**src/rtl/burst_seg_buffer.sv**
```systemverilog
module burst_seg_buffer #(
  parameter int DATA_W    = 8,
  parameter int NUM_SEG   = 4,
  parameter int MAX_BEATS = 8
) (
  input  logic                        clk,
  input  logic                        rst_n,
  input  logic                        src_req_valid,
  output logic                        src_req_ready,
  input  logic                        src_beat_valid,
  input  logic [DATA_W-1:0]           src_beat_data,
  input  logic                        src_beat_last,
  output logic                        dst_valid,
  input  logic                        dst_ready,
  output logic [DATA_W-1:0]           dst_data,
  output logic                        dst_last,
  output logic [$clog2(NUM_SEG):0]    dst_id,
  output logic [$clog2(NUM_SEG):0]    occupancy
);
  localparam int SEG_AW = $clog2(NUM_SEG);
  localparam int BEAT_AW = $clog2(MAX_BEATS);
  localparam int PTR_W = SEG_AW + 1;
  localparam int DEPTH = NUM_SEG * MAX_BEATS;

  logic [DATA_W-1:0]  mem     [DEPTH];
  logic [BEAT_AW-1:0] len_mem [NUM_SEG];

  logic [PTR_W-1:0]   req_ptr, wr_seg, rd_seg;
  logic [BEAT_AW-1:0] wr_beat, rd_beat;

  wire [PTR_W-1:0] reserved = req_ptr - rd_seg;
  wire req_fire = src_req_valid && src_req_ready;
  wire wr_close = src_beat_valid && (src_beat_last || wr_beat == BEAT_AW'(MAX_BEATS - 1));
  wire rd_fire  = dst_valid && dst_ready;

  assign src_req_ready = reserved != PTR_W'(NUM_SEG);
  assign occupancy     = wr_seg - rd_seg;
  assign dst_valid     = occupancy != '0;
  assign dst_id        = wr_seg;
  assign dst_data      = mem[{rd_seg[SEG_AW-1:0], rd_beat}];
  assign dst_last      = rd_beat == len_mem[rd_seg[SEG_AW-1:0]];

  always_ff @(posedge clk) begin
    if (src_beat_valid) begin
      mem[{wr_seg[SEG_AW-1:0], wr_beat}] <= src_beat_data;
      if (wr_close) len_mem[wr_seg[SEG_AW-1:0]] <= wr_beat;
    end
  end

  always_ff @(posedge clk) begin
    if (!rst_n) begin
      req_ptr <= '0;
      wr_seg  <= '0;
      wr_beat <= '0;
      rd_seg  <= '0;
      rd_beat <= '0;
    end else begin
      if (req_fire) req_ptr <= req_ptr + 1'b1;
      if (src_beat_valid) begin
        if (wr_close) begin
          wr_seg  <= wr_seg + 1'b1;
          wr_beat <= '0;
        end else begin
          wr_beat <= wr_beat + 1'b1;
        end
      end
      if (rd_fire) begin
        if (dst_last) begin
          rd_seg  <= rd_seg + 1'b1;
          rd_beat <= '0;
        end else begin
          rd_beat <= rd_beat + 1'b1;
        end
      end
    end
  end
endmodule

```
**config.mk**
```make
export PLATFORM = sky130hd
export DESIGN_NAME = burst_seg_buffer
export DESIGN_NICKNAME = d
export VERILOG_FILES = /design/src/rtl/burst_seg_buffer.sv
export SDC_FILE = /design/constraint.sdc
export NUM_CORES = 1
export LEC_CHECK = 0
export BUFFER_PORTS_ARGS = -buffer_cell sky130_fd_sc_hd__buf_2
export CAP_MARGIN = 20
export CELL_PAD_IN_SITES_DETAIL_PLACEMENT = 0
export CELL_PAD_IN_SITES_GLOBAL_PLACEMENT = 1
export CORE_MARGIN = 4
export CORE_UTILIZATION = 40
export DETAILED_ROUTE_END_ITERATION = 7
export PLACE_DENSITY = 0.68
export SKIP_LAST_GASP = 1
export SYNTH_ARGS = -nofsm -noshare
export SYNTH_HDL_FRONTEND = slang
export SYNTH_SLANG_ARGS = --single-unit
```
**constraint.sdc**
```tcl
create_clock -name clk -period 4.15 [get_ports clk]
set_clock_uncertainty 0.05 [all_clocks]
set_input_delay 0.6225 -clock clk [delete_from_list [all_inputs] [get_ports clk]]
set_output_delay 0.6225 -clock clk [all_outputs]
set_load 0.02 [all_outputs]
```
==> results.sh <==
export IMPL_cap_violations=0
export IMPL_drc_errors=0
export IMPL_start_util=0.409
export IMPL_min_period_ns=3.63
export IMPL_final_util=0.460
export IMPL_io_buffers=30
export IMPL_grt_pass1_vias=5552
export IMPL_routed_wirelength_um=23700
export IMPL_cts_root_buf="clkbuf_16"
export IMPL_die_area_mm2=0.0313
export IMPL_holdCritStartpoint="src_beat_last"
export IMPL_finalHoldViolations=0
export IMPL_cts_tree="yes"
export IMPL_grt_max_degree=71
export IMPL_crit_path_start_kind="flop"
export IMPL_wl_per_cell_um=23.9
export IMPL_ys_types=36
export IMPL_setup_viol=0
export IMPL_min_path_cells=4
export IMPL_ioPinCount=31
export IMPL_drive_gt1_frac=0.279
export IMPL_clock_sinks=285
export IMPL_rsz0062_at_grt="no"
export IMPL_critPathCaptureType="output pin"
export IMPL_drtPass1Iterations=5
export IMPL_fmax_ghz=0.275
export IMPL_grt_pass1_wl_um=35900
export IMPL_die_h_um=177
export IMPL_synthMuxAreaShare=0.181
export IMPL_synthCells=548
export IMPL_slew_headroom=0.302
export IMPL_crit_fanout=29
export IMPL_synth_top_family_by_area="multiplexers"
export IMPL_core_area_mm2=0.0279
export IMPL_dp_final_hpwl_um=15300
export IMPL_crit_type="flop to output pin"
export IMPL_synthToLayoutAreaGrowth_pct=12.5
export IMPL_static_leakage_power_uw=0.00398
export IMPL_cts_max_level=1
export IMPL_tightest_slew_ns=1.04
export IMPL_synth_seq_area_share=0.735
export IMPL_hold_class="input pin to flop"
export IMPL_dieWidth_um=177
export IMPL_rows=61
export IMPL_run_status="complete, no violations"
export IMPL_cts_setup_buffers=0
export IMPL_avgSynthCellArea_um2=20.8
export IMPL_cts_hold_buf=0
export IMPL_clkLatencyLatePin_ns=0.54
export IMPL_clk_pin_slew_worst_paths_ns=0.06
export IMPL_synth_compound_area_frac=0.00789
export IMPL_vdd_drop_max_uv=322
export IMPL_cts_resized=0
export IMPL_globalRoute_totalOverflow=0
export IMPL_power_density_mw_per_mm2=461
export IMPL_cts_buffer_depth=3
export IMPL_finalMaxSlewViolations=0
export IMPL_ys_warn_count=0
export IMPL_place_congestion=0.763
export IMPL_worstPathArrival_ns=2.96
export IMPL_drtAntennaViolNets=0
export IMPL_antenna_found_initial=0
export IMPL_netlist_area_mm2=0.0114
export IMPL_synth_simple_area_share=0.0351
export IMPL_num_vias=5292
export IMPL_grt_usage=0.154
export IMPL_synthAdderAreaFrac=0.0182
export IMPL_final_setup_tns_ns=0
export IMPL_rr_endpoint="rd_seg[2]$_SDFFE_PN0P_"
export IMPL_cts_made_buffers=28
export IMPL_critPathRequiredTime_ns=3.48
export IMPL_r2r_cells=8
export IMPL_startpoint="rd_beat[0]$_SDFFE_PN0P_"
export IMPL_worstReg2RegStart="dst_id[0]$_SDFFE_PN0P_"
export IMPL_nNetsFinal=619
export IMPL_r2r_setup_slack_ns=1.43
export IMPL_worstHoldEndpoint="wr_beat[2]$_SDFFE_PN0P_"
export IMPL_synth_seq_cells=285
export IMPL_syn_nets=578
export IMPL_fin_crit_sh=0.876
export IMPL_via_per_inst=5.35
export IMPL_synth_xor_area_share=0.00734
export IMPL_first_iter_violations=434
==> sequential cells by signal (all words and copies together), names as in the netlist, named ones only <==
signal,count
wr_beat,3
rd_beat,3
dst_id,3
len_mem,12
mem,256
req_ptr,3
rd_seg,3
==> worst max-delay path, cell delays in order (launching register included) <==
cell and delay, ns:
dfxtp_4 0.52, buf_12 0.29, mux4_2 0.55, mux4_2 0.54
mux2_2 0.32, buf_2 0.17
==> cells by family after synthesis <==
kind of cell	after synthesis
flops	285
mux	104
simple gates	85
buf+inv	38
fa+ha+maj	16
compound gates	12
xor+xnor	8
==> layout by cell type, fill, tap and decap left out, types with 8 or more instances in the layout <==
cell / synthesis / layout
edfxtp_1: 268 / 268
mux4_2: 81 / 81
nor2_1: 35 / 35
buf_2: 5 / 30
clkbuf_16: 0 / 28
nand2_1: 17 / 17
ha_1: 15 / 15
dfxtp_1: 17 / 15
inv_1: 12 / 12
mux2i_1: 12 / 12
mux2_2: 9 / 9
clkbuf_1: 15 / 9
nand2b_1: 8 / 8
==> cells in the mapped netlist (all sizes together) <==
| master | number | area (µm²) |
|---|---|---|
| a21boi | 1 | 7.51 |
| a21oi | 1 | 5.00 |
| a31oi | 1 | 12.5 |
| and2 | 7 | 43.8 |
| buf | 11 | 77.6 |
| clkbuf | 15 | 56.3 |
| dfxtp | 17 | 340 |
| edfxtp | 268 | 8050 |
| fa | 1 | 20.0 |
| ha | 15 | 188 |
| inv | 12 | 45.0 |
| mux2 | 11 | 124 |
| mux2i | 12 | 120 |
| mux4 | 81 | 1820 |
| nand2 | 17 | 63.8 |
| nand2b | 8 | 50.1 |
| nand3 | 4 | 20.0 |
| nor2 | 35 | 131 |
| nor2b | 7 | 43.8 |
| nor3 | 4 | 25.0 |
| nor3b | 1 | 7.51 |
| nor4b | 1 | 8.76 |
| o2111ai | 1 | 8.76 |
| o211ai | 1 | 7.51 |
| o21ai | 4 | 20.0 |
| o221a | 2 | 22.5 |
| o22ai | 1 | 6.26 |
| or2 | 1 | 6.26 |
| xnor2 | 6 | 52.6 |
| xnor3 | 1 | 22.5 |
| xor2 | 1 | 8.76 |
==> cell type report <==
type                       count  area [µm²]
fill                        2358       15100
tap                          378         473
antenna                        1        2.50
sequential                   285        8390
timing repair buffer          37         228
clock inverter                11        73.8
multi-input combinational    225        2850
clock buffer                  40         776
inverter                      12        45.0
==> metrics by stage <==
| step | instance area, µm² | total power [µW] | worst slack, ns | std cells | hold slack, ns |
|---|---|---|---|---|---|
| after floorplan | 11400 | 3510 | 1.31 | 548 | 0.417 |
| after global placement | 12000 | 3640 | 1.06 | 937 | 0.446 |
| after detailed placement | 12000 | 3650 | 1.07 | 937 | 0.470 |
| after CTS | 12800 | 5960 | 0.472 | 988 | 0.365 |
| after global routing | 12800 | 6120 | 0.398 | 988 | 0.403 |
| final | 12800 | 5910 | 0.517 | 989 | 0.373 |
==> worst max path at each step <==
stage	to
floorplan	dst_data[0]
global placement	dst_data[3]
detailed placement	dst_data[0]
CTS	dst_data[1]
global route	dst_data[6]
finish	dst_data[4]
==> per-layer routing <==
layer | wire length, µm | global-route usage
met3 | 1300 | 0.0303
met2 | 11800 | 0.254
met5 | 0 | 0
met4 | 361 | 0.0322
met1 | 10200 | 0.215
==> power breakdown <==
| group | switching, µW | internal (µW) |
|---|---|---|
| logic | 213 | 176 |
| clock network | 1040 | 1300 |
| registers | 20.4 | 3170 |
Note: power is estimated with default switching activity, not from simulation.
